`src/rtl/spiw_pkg.sv`:
```
package spiw_pkg;
  localparam int unsigned LVL_W      = 7;
  localparam int unsigned RXLVL_LSB  = 15;
  localparam int unsigned TXLVL_LSB  = 6;
  localparam int unsigned TXDONE_BIT = 0;

  // Receive swap: byte exchange inside each halfword, then halfword exchange.
  function automatic logic [31:0] rx_swap(input logic [31:0] w,
                                          input logic bsw,
                                          input logic hsw);
    logic [31:0] t;
    t = bsw ? {w[23:16], w[31:24], w[7:0], w[15:8]} : w;
    return hsw ? {t[15:0], t[31:16]} : t;
  endfunction
endpackage

```
`src/rtl/spiw_fifo.sv`:
```
module spiw_fifo #(
  parameter int unsigned W     = 32,
  parameter int unsigned DEPTH = 16,
  localparam int unsigned AW   = (DEPTH > 1) ? $clog2(DEPTH) : 1,
  localparam int unsigned CW   = $clog2(DEPTH + 1)
) (
  input  logic          clk,
  input  logic          rst_n,
  input  logic          flush,
  input  logic          push,
  input  logic [W-1:0]  din,
  input  logic          pop,
  output logic [W-1:0]  dout,
  output logic          full,
  output logic          empty,
  output logic [CW-1:0] count
);
  logic [W-1:0]  mem [DEPTH];
  logic [AW-1:0] wptr, rptr;
  logic          do_push, do_pop;

  assign full    = (count == CW'(DEPTH));
  assign empty   = (count == '0);
  assign do_push = push && !full;
  assign do_pop  = pop && !empty;
  assign dout    = mem[rptr];

  function automatic logic [AW-1:0] nxt(input logic [AW-1:0] p);
    return (p == AW'(DEPTH - 1)) ? '0 : p + 1'b1;
  endfunction

  always_ff @(posedge clk) begin
    if (do_push) mem[wptr] <= din;
  end

  always_ff @(posedge clk) begin
    if (!rst_n || flush) begin
      wptr  <= '0;
      rptr  <= '0;
      count <= '0;
    end else begin
      if (do_push) wptr <= nxt(wptr);
      if (do_pop)  rptr <= nxt(rptr);
      case ({do_push, do_pop})
        2'b10:   count <= count + 1'b1;
        2'b01:   count <= count - 1'b1;
        default: count <= count;
      endcase
    end
  end
endmodule

```
`src/rtl/spiw_shifter.sv`:
```
module spiw_shifter #(
  parameter int unsigned W     = 32,
  parameter int unsigned DIV_W = 8,
  localparam int unsigned BC_W = $clog2(W),
  localparam int unsigned BYTE = 8
) (
  input  logic             clk,
  input  logic             rst_n,
  input  logic             abort,
  input  logic             start,
  input  logic             word_mode,
  input  logic             cpol,
  input  logic [DIV_W-1:0] div,
  input  logic [W-1:0]     load,
  input  logic             miso,
  output logic             busy,
  output logic             done,
  output logic [W-1:0]     rx_word,
  output logic             sclk,
  output logic             mosi
);
  logic [DIV_W-1:0] div_cnt;
  logic             half;      // 0: waiting for leading edge, 1: trailing
  logic [BC_W-1:0]  bit_cnt;
  logic [W-1:0]     sh_out, sh_in;
  logic             sclk_q;
  logic             tick;

  assign tick    = (div_cnt == div);
  assign done    = busy && tick && half && (bit_cnt == '0);
  assign sclk    = busy ? sclk_q : cpol;
  assign mosi    = sh_out[W-1];
  assign rx_word = word_mode ? sh_in : {{(W-BYTE){1'b0}}, sh_in[BYTE-1:0]};

  always_ff @(posedge clk) begin
    if (!rst_n) begin
      busy    <= 1'b0;
      div_cnt <= '0;
      half    <= 1'b0;
      bit_cnt <= '0;
      sh_out  <= '0;
      sh_in   <= '0;
      sclk_q  <= 1'b0;
    end else if (abort) begin
      busy    <= 1'b0;
      half    <= 1'b0;
      div_cnt <= '0;
    end else if (start && !busy) begin
      busy    <= 1'b1;
      div_cnt <= '0;
      half    <= 1'b0;
      bit_cnt <= word_mode ? BC_W'(W - 1) : BC_W'(BYTE - 1);
      sh_out  <= word_mode ? load : {load[BYTE-1:0], {(W-BYTE){1'b0}}};
      sh_in   <= '0;
      sclk_q  <= cpol;
    end else if (busy) begin
      if (tick) begin
        div_cnt <= '0;
        if (!half) begin
          sclk_q <= ~cpol;
          sh_in  <= {sh_in[W-2:0], miso};
          half   <= 1'b1;
        end else begin
          sclk_q <= cpol;
          half   <= 1'b0;
          if (bit_cnt == '0) begin
            busy <= 1'b0;
          end else begin
            bit_cnt <= bit_cnt - 1'b1;
            sh_out  <= {sh_out[W-2:0], 1'b0};
          end
        end
      end else begin
        div_cnt <= div_cnt + 1'b1;
      end
    end
  end
endmodule

```
`src/rtl/spiw_rx_swap.sv`:
```
module spiw_rx_swap (
  input  logic        word_mode,
  input  logic        swap_en,
  input  logic        swap_byte,
  input  logic        swap_half,
  input  logic [31:0] din,
  output logic [31:0] dout
);
  import spiw_pkg::*;
  always_comb begin
    if (word_mode && swap_en) dout = rx_swap(din, swap_byte, swap_half);
    else                      dout = din;
  end
endmodule

```
`src/rtl/spiw_master.sv`:
```
module spiw_master #(
  parameter int unsigned DEPTH = 16,
  parameter int unsigned PKT_W = 16,
  parameter int unsigned DIV_W = 8,
  localparam int unsigned CW   = $clog2(DEPTH + 1)
) (
  input  logic             clk,
  input  logic             rst_n,
  input  logic             cfg_cpol,
  input  logic             cfg_word,
  input  logic             cfg_tx_en,
  input  logic             cfg_rx_en,
  input  logic             cfg_soft_rst,
  input  logic             cfg_swap_en,
  input  logic             cfg_swap_byte,
  input  logic             cfg_swap_half,
  input  logic             cfg_pkt_en,
  input  logic [PKT_W-1:0] cfg_pkt_words,
  input  logic [DIV_W-1:0] cfg_clk_div,
  input  logic             cfg_cs_inact,
  input  logic             tx_valid,
  output logic             tx_ready,
  input  logic [31:0]      tx_data,
  output logic             rx_valid,
  input  logic             rx_ready,
  output logic [31:0]      rx_data,
  output logic [31:0]      status,
  output logic             spi_sclk,
  output logic             spi_mosi,
  input  logic             spi_miso,
  output logic             spi_cs_n
);
  import spiw_pkg::*;

  logic          tx_full, tx_empty, rx_full, rx_empty;
  logic [CW-1:0] tx_cnt, rx_cnt;
  logic [31:0]   tx_head, sh_rx, rx_swapped;
  logic          sh_busy, sh_done, start, store_ok, rx_push, tx_push, rx_pop;
  logic [PKT_W-1:0] pkt_seen;
  logic [LVL_W-1:0] tx_lvl, rx_lvl;

  assign store_ok = cfg_rx_en && (!cfg_pkt_en || (pkt_seen < cfg_pkt_words));
  assign tx_ready = cfg_tx_en && !tx_full && !cfg_soft_rst;
  assign tx_push  = tx_valid && tx_ready;
  assign start    = !sh_busy && cfg_tx_en && !tx_empty && !cfg_soft_rst &&
                    !(store_ok && rx_full);
  assign rx_push  = sh_done && store_ok && !cfg_soft_rst;
  assign rx_valid = !rx_empty;
  assign rx_pop   = rx_valid && rx_ready;
  assign spi_cs_n = cfg_cs_inact;

  spiw_fifo #(.W(32), .DEPTH(DEPTH)) u_txq (
    .clk(clk), .rst_n(rst_n), .flush(cfg_soft_rst),
    .push(tx_push), .din(tx_data), .pop(start), .dout(tx_head),
    .full(tx_full), .empty(tx_empty), .count(tx_cnt)
  );

  spiw_shifter #(.W(32), .DIV_W(DIV_W)) u_eng (
    .clk(clk), .rst_n(rst_n), .abort(cfg_soft_rst), .start(start),
    .word_mode(cfg_word), .cpol(cfg_cpol), .div(cfg_clk_div),
    .load(tx_head), .miso(spi_miso), .busy(sh_busy), .done(sh_done),
    .rx_word(sh_rx), .sclk(spi_sclk), .mosi(spi_mosi)
  );

  spiw_rx_swap u_swap (
    .word_mode(cfg_word), .swap_en(cfg_swap_en), .swap_byte(cfg_swap_byte),
    .swap_half(cfg_swap_half), .din(sh_rx), .dout(rx_swapped)
  );

  spiw_fifo #(.W(32), .DEPTH(DEPTH)) u_rxq (
    .clk(clk), .rst_n(rst_n), .flush(cfg_soft_rst),
    .push(rx_push), .din(rx_swapped), .pop(rx_pop), .dout(rx_data),
    .full(rx_full), .empty(rx_empty), .count(rx_cnt)
  );

  // Tally of stored items, compared against the packet limit.
  always_ff @(posedge clk) begin
    if (!rst_n || cfg_soft_rst)            pkt_seen <= '0;
    else if (rx_push && (pkt_seen != '1))  pkt_seen <= pkt_seen + 1'b1;
  end

  // Levels in bytes: four per word item, one per byte item.
  assign tx_lvl = cfg_word ? (LVL_W'(tx_cnt) << 2) : LVL_W'(tx_cnt);
  assign rx_lvl = cfg_word ? (LVL_W'(rx_cnt) << 2) : LVL_W'(rx_cnt);

  always_comb begin
    status = '0;
    status[RXLVL_LSB +: LVL_W] = rx_lvl;
    status[TXLVL_LSB +: LVL_W] = tx_lvl;
    status[TXDONE_BIT]         = tx_empty && !sh_busy;
  end
endmodule

```
`config.mk`:
```
export PLATFORM = sky130hd
export DESIGN_NAME = spiw_master
export DESIGN_NICKNAME = d
export VERILOG_FILES = /design/src/rtl/spiw_pkg.sv /design/src/rtl/spiw_fifo.sv /design/src/rtl/spiw_shifter.sv /design/src/rtl/spiw_rx_swap.sv /design/src/rtl/spiw_master.sv
export SDC_FILE = /design/constraint.sdc
export NUM_CORES = 1
export LEC_CHECK = 0
export BUFFER_PORTS_ARGS = -buffer_cell sky130_fd_sc_hd__buf_2
export CAP_MARGIN = 15
export CORE_MARGIN = 2
export CORE_UTILIZATION = 60
export CTS_BUF_LIST = sky130_fd_sc_hd__clkbuf_16
export DETAILED_ROUTE_END_ITERATION = 16
export PLACE_DENSITY = 0.73
export SLEW_MARGIN = 20
export SYNTH_ARGS = -nofsm -noshare
export SYNTH_HDL_FRONTEND = slang
export SYNTH_SLANG_ARGS = --single-unit
```
`constraint.sdc`:
```
create_clock -name clk -period 7.3 [get_ports clk]
set_clock_uncertainty 0.15 [all_clocks]
set_input_delay 0.365 -clock clk [delete_from_list [all_inputs] [get_ports clk]]
set_output_delay 0.365 -clock clk [all_outputs]
set_load 0.01 [all_outputs]
```
==> results_dict.tcl, run 1 <==
set metrics [dict create \
    n_antenna_cell 0 \
    worstHoldPathType "in -> reg" \
    pin_count 140 \
    muxShareOfSynthArea_pct 15.7 \
    hpwl_mm 56.2 \
    fmax_ghz 0.193 \
    synth-seq-area-share_pct 72.1 \
    critPathLaunchType "flop" \
    numCtsBuffers 110 \
    synthTopCellsByArea "edfxtp_1 66%, mux4_2 14%, dfxtp_1 5.6%" \
    synthesis.area_mm2 0.0463 \
    max_slew_margin_pct 29.7 \
    first_global_vias 25000 \
    synth_compound_area_share_pct 4.57 \
    yosys.area_share.simple_pct 4.10 \
    synth_top_family_by_area "multiplexers" \
    synthArstFlopShare_pct 0 \
    synth-main-ff-cell "edfxtp_1" \
    yosys_warnings 0 \
    synth_fa_ha_area_share_pct 1.02 \
    wirelength_mm 102 \
    rows 101 \
    status "finished, final reports clean" \
    vias_per_cell 6.32 \
    yosysTopAreaCellShare_pct 66.4 \
    wl_per_cell_um 26.7 \
    ys_ff_latch 1154 \
    numClockSinks 1154 \
    synth_edf_count 1024 \
    synthCells 2513 \
    antenna_found_initial 3 \
    r2r_start "pkt_seen[13]$_SDFFE_PP0P_" \
    synthDistinctLibCells 66 \
    h-tree-depth 3 \
    critPathArrivalTime_ns 5.64 \
    required_ns 7.75 \
    timing.hold.worst.start "cfg_soft_rst" \
    path_class "reg -> reg" \
    grt_max_degree 77 \
    initial_utilization_pct 60.7 \
    cp_max_fo 30 \
    multi_input_area_mm2 0.0123 \
    drtIter0Drc 2495 \
    syn2layout_area_growth_pct 12.5 \
    drc_errors 0 \
    postCtsSetupBuffers 0 \
    post_cts_resized 0 \
    fin_setup_tns_ns 0 \
    rsz0062_at_grt "no" \
    layout_common_cells "1,024 x edfxtp_1, 289 x mux4_2, 166 x nand2_1, 123 x dfxtp_1, 120 x buf_2" \
    finalCriticalPeriod_ns 5.19 \
    dieHeight_um 282 \
    power.density_mw_per_mm2 245 \
    core_mm2 0.0762 \
    clock-root-buffer "clkbuf_16" \
    place_congestion 0.877 \
    finalCritPeriodShare_pct 71.1 \
    leakage_nw 16.1 \
    cts_hold_buf 34 \
    vias 24200 \
    n_fill_cell 4897 \
    utilization_pct 68.3 \
    synth_area_leader_cell "edfxtp_1" \
    fp.dieW_um 282 \
    maxCapViolations 0 \
    dieArea_mm2 0.0794 \
    grt_pass1_wl_mm 154 \
    dp.cells 3581 \
    drive_gt1_share_pct 25.7 \
    layout_commonest_cell "edfxtp_1" \
    fin_nets 2805 \
    worst_skew_pair.late_latency_ns 0.69 \
    clk_pin_slew_ns 0.07 \
    register_area_mm2 0.0334 \
    numPortBuffers 120 \
    hold_viol 0 \
    synthXorXnorAreaFrac_pct 0.662 \
    drt_pass1_iterations 6 \
    cts_tree "built" \
    instances_no_fill 3822 \
    crit_path_start "pkt_seen[13]$_SDFFE_PP0P_" \
    ant_nets 0 \
    endpoint_kind "flop" \
    track_usage_pct 26.2 \
    drv_slew 0 \
    setup_viol 0 \
    synth_area_per_cell_um2 18.4 \
    cts_buffer_depth 3 \
    gr-total-overflow 0 \
    worstMarginPinSlew_ns 1.05 \
    ir_worst_vdd_mv 0.272 \
]
[worst paths after layout]
| kind | endpoint | slack (ns) | depth (start not counted) |
|---|---|---|---|
| max | u_txq.count[4]$_SDFFE_PP0P_ | 2.11 | 16 |
| min | pkt_seen[7]$_SDFFE_PP0P_ | 0.03 | 3 |
| max reg2reg | u_txq.count[4]$_SDFFE_PP0P_ | 2.11 | 16 |
| min reg2reg | u_eng.sh_out[0]$_SDFFE_PN0P_ | 0.33 | 2 |
[state kept, by name, indices dropped and copies added (netlist names), 5 cells and up, named ones only]
register       cells
u_rxq.mem        512
u_txq.mem        512
u_eng.sh_in       32
u_eng.sh_out      32
pkt_seen          16
u_eng.div_cnt      8
u_eng.bit_cnt      5
u_rxq.count        5
u_txq.count        5
[cells by family after synthesis]
| family | after synthesis |
|---|---|
| other cells | 1 |
| compound gates | 309 |
| fa+ha+maj | 37 |
| simple gates | 416 |
| xor+xnor | 35 |
| mux | 360 |
| flops | 1154 |
| buf+inv | 201 |
[cell usage after synthesis, types with 20 or more instances]
cell type / number
nor3_1: 20
buf_4: 20
buf_2: 28
nor2_1: 120
mux2_2: 21
inv_1: 39
mux4_2: 289
a22o_1: 32
o21ai_0: 65
dfxtp_1: 130
mux2i_1: 50
nand2_1: 166
edfxtp_1: 1024
a21oi_1: 93
ha_1: 36
buf_1: 28
nor2b_1: 23
clkbuf_1: 83
[layer usage]
| metal | part of all wire, % | up-vias | track usage (%) |
|---|---|---|---|
| met5 | 0.040 | - | 0 |
| met4 | 3.0 | 6 | 8.59 |
| met3 | 5.3 | 216 | 3.47 |
| met2 | 53 | 897 | 46.2 |
| met1 | 39 | 12600 | 34.1 |
| li1 | - | 10500 | - |
[report_power, final]
| part | switching (W) | leakage [nW] | internal [W] |
|---|---|---|---|
| combinational | 0.000153 | 4.57 | 0.0000687 |
| sequential | 0.00000366 | 9.74 | 0.00716 |
| clock | 0.00239 | 1.77 | 0.00296 |
[through the flow]
stage | cell area [um^2] | hold WS (ns) | power, W | worst slack [ns]
5_1_grt | 52100 | 0.0673 | 0.0131 | 1.87
6_report | 52100 | 0.0328 | 0.0127 | 2.11
4_1_cts | 52000 | 0.0124 | 0.0128 | 2.16
3_3_place_gp | 48200 | 0.317 | 0.00749 | 2.36
3_5_place_dp | 48300 | 0.320 | 0.00751 | 2.05
2_1_floorplan | 46300 | 0.297 | 0.00742 | 2.52
[critical path, stage by stage, from the launching register on]
cell       delay [ns]
dfxtp_1          0.40
ha_1             0.28
a21oi_1          0.19
a2bb2oi_1        0.24
and4_4           0.27
a31oi_4          0.16
o21ai_2          0.77
inv_1            0.76
ha_1             0.50
inv_1            0.12
fa_1             0.22
inv_1            0.05
a21o_1           0.17
a21oi_1          0.20
xnor2_1          0.11
or3_1            0.32
a21oi_1          0.16
[cell type report]
cell class              instances  share of cell area, %
flip-flops and latches       1154                   64.1
multi-input cells            1174                   23.7
clock buffers                 112                   5.38
repair buffers                218                   2.87
well taps                    1030                   2.48
clock inverters                95                   1.16
inverters                      39                  0.281
No activity file was read; power rests on OpenSTA's default activity.
==> inputs of run 2 (changes only) <==
--- a/config.mk
+++ b/config.mk
@@ -5,6 +5,7 @@
 export SDC_FILE = /design/constraint.sdc
 export NUM_CORES = 1
 export LEC_CHECK = 0
+export ABC_AREA = 1
 export BUFFER_PORTS_ARGS = -buffer_cell sky130_fd_sc_hd__buf_2
 export CAP_MARGIN = 15
 export CORE_MARGIN = 2
==> constraint.sdc (replaced) <==
create_clock -name clk -period 5 [get_ports clk]
set_clock_uncertainty 0.15 [all_clocks]
set_input_delay 0.25 -clock clk [delete_from_list [all_inputs] [get_ports clk]]
set_output_delay 0.25 -clock clk [all_outputs]
set_load 0.01 [all_outputs]
==> run 2 against run 1 <==
Net effect: clock power rose by 55%; critical path depth fell by 3; via count rose by 32%; combinational power increased by 89%; critical path type unchanged; clock-buffer cell count up 1.
==> results_dict.tcl, run 2 <==
set metrics [dict create \
    drv_slew 0 \
    synthTopCellsByArea "edfxtp_1 64%, dfxtp_1 5.4%, o21ai_0 5.4%" \
    synthCells 4034 \
    register_area_mm2 0.0334 \
    regToRegSetupSlack_ns 1.07 \
    postCtsSetupBuffers 0 \
    synth_edf_count 1024 \
    cp_max_fo 22 \
    fin_ws_ns 1.07 \
    synth_commonest_cells "1,024 x edfxtp_1, 520 x o21ai_0, 464 x nand2_1, 424 x nor2_1, 268 x inv_1" \
    cts_buffer_depth 3 \
    multi_input_area_mm2 0.0129 \
    finalCritPeriodShare_pct 78.7 \
    crit_chain "ha_1, a21oi_1, o21ai_0, a21oi_1, nand2_1, nand2_1, nand2_1, nor3_4, nand2_1, inv_1, nand2_1, nor2_4, buf_4" \
    hold_viol 0 \
    dieArea_mm2 0.0825 \
    worstHoldPathType "in -> reg" \
    reg_top3 "u_rxq.mem x512, u_txq.mem x512" \
    critPathArrivalTime_ns 4.14 \
    fp.dieW_um 287 \
    synth-seq-area-share_pct 69.3 \
    fmax_ghz 0.254 \
    core_mm2 0.0793 \
    pin_count 140 \
    worstMarginPinSlew_ns 1.11 \
    layout_commonest_cell "edfxtp_1" \
    dieHeight_um 287 \
    r2r_start "pkt_seen[11]$_SDFFE_PP0P_" \
    cp.depth 13 \
    synth_area_leader_cell "edfxtp_1" \
    setup_viol 0 \
    cts_tree "built" \
    power.density_mw_per_mm2 354 \
    yosys_warnings 0 \
    numClockSinks 1154 \
    rows 103 \
    drt_pass1_iterations 6 \
    synth_area_per_cell_um2 11.9 \
    crit_family "simple AND/OR/NAND/NOR gates" \
    ff2ff_path_depth 13 \
    crit_path_start "pkt_seen[11]$_SDFFE_PP0P_" \
    rsz0062_at_grt "no" \
    initial_utilization_pct 60.7 \
    antenna_found_initial 5 \
    wl_per_cell_um 22.0 \
    hpwl_mm 67.7 \
    synthArstFlopShare_pct 0 \
    slowest_stage "nor2_4" \
    leakage_nw 18.7 \
    yosysTopAreaCellShare_pct 63.9 \
    synthesis.area_mm2 0.0481 \
    ir_worst_vdd_mv 0.389 \
    crit_buf_inv 2 \
    numPortBuffers 120 \
    drtIter0Drc 3611 \
    place_congestion 0.860 \
    n_fill_cell 5484 \
    max_stage_delay_ns 0.70 \
    cpMostUsedCell "nand2_1" \
    clk_pin_slew_ns 0.06 \
    layout_common_cells "1,024 x edfxtp_1, 517 x o21ai_0, 464 x nand2_1, 390 x nor2_1, 291 x inv_1" \
    worst_skew_pair.late_latency_ns 0.69 \
    fin_setup_tns_ns 0 \
    endpoint "u_rxq.mem[6][14]$_DFFE_PP_" \
    syn2layout_area_growth_pct 12.5 \
    vias 32000 \
    post_cts_resized 0 \
    reg2reg_to "u_rxq.mem[6][14]$_DFFE_PP_" \
    endpoint_kind "flop" \
    drc_errors 0 \
    yosysMostFrequentCell "edfxtp_1" \
    finalCriticalPeriod_ns 3.93 \
    ant_nets 0 \
    grt_max_degree 138 \
    critPathLaunchType "flop" \
    place_ws_ns 1.03 \
    clock-root-buffer "clkbuf_16" \
    synthDistinctLibCells 47 \
    wirelength_mm 117 \
    numCtsBuffers 112 \
    h-tree-depth 3 \
    drive_gt1_share_pct 10.6 \
    synth-main-ff-cell "edfxtp_1" \
    required_ns 5.21 \
    maxCapViolations 0 \
    vias_per_cell 6.04 \
    track_usage_pct 28.2 \
    gr-total-overflow 0 \
    cts_hold_buf 38 \
    max_slew_margin_pct 26.0 \
    ys_ff_latch 1154 \
    fin_nets 4253 \
    first_global_vias 30800 \
    status "finished, final reports clean" \
    path_class "reg -> reg" \
    grt_pass1_wl_mm 178 \
]
run 2: kinds of logic after synthesis:
logic type | synth area share, %
other | 0.00779
AND/OR/NAND/NOR | 9.45
AO/OA/AOI/OAI | 12.5
adder cells (fa/ha/maj) | 0.977
flip-flops | 69.3
XOR/XNOR | 0.546
multiplexers | 2.66
buffers and inverters | 4.57
run 2: per-layer routing:
metal	share of wire, %	track usage (%)
met1	40	38.2
met3	7.9	4.22
met4	2.9	9.34
met2	49	47.2
met5	0.026	0
run 2: worst min path at each step:
stage / from / slack, ns / endpoint / depth (start not counted)
after detailed placement: u_eng.sh_out[0]$_SDFFE_PN0P_ / 0.31 / u_eng.sh_out[0]$_SDFFE_PN0P_ / 2
after global placement: u_eng.sh_out[0]$_SDFFE_PN0P_ / 0.30 / u_eng.sh_out[0]$_SDFFE_PN0P_ / 2
final: cfg_clk_div[1] / 0.04 / u_eng.div_cnt[1]$_SDFFE_PP0P_ / 6
after global routing: rst_n / 0.07 / u_eng.sh_out[18]$_SDFFE_PN0P_ / 3
after CTS: cfg_clk_div[1] / 0.007 / u_eng.div_cnt[1]$_SDFFE_PP0P_ / 6
after floorplan: tx_data[0] / 0.20 / u_txq.mem[0][0]$_DFFE_PP_ / 0
run 2: metrics by stage:
step                      total power, W  area (um^2)  hold WS [ns]  std cells  utilization [%]
after floorplan                   0.0109        48200         0.199       4050                -
after global placement            0.0111        50000         0.301       5041             63.1
after detailed placement          0.0111        50000         0.311       5041             63.1
after CTS                         0.0193        54100       0.00675       5291             68.2
after global routing              0.0197        54200        0.0691       5294             68.3
final                             0.0192        54200        0.0400       5295             68.3
run 2: worst min-delay path: stages:
cell and delay (ns):
buf_2 0.11, nand2_1 0.08, a21oi_2 0.06, nand4_4 0.09
nand3_1 0.07, a21oi_1 0.14
run 2: final cells by class:
type,instances,share of cell area (%)
Clock inverter,99,1.55
Inverter,274,1.92
Timing Repair Buffer,258,3.41
Tap cell,1050,2.43
Antenna cell,2,0.00924
Sequential cell,1154,61.6
Clock buffer,113,5.22
Multi-Input combinational cell,2345,23.8
run 2: power by group:
group	internal, W	total [W]	switching (W)
logic	0.000110	0.000420	0.000309
registers	0.0105	0.0105	0.00000531
clock network	0.00473	0.00829	0.00356
total	0.0153	0.0192	0.00388
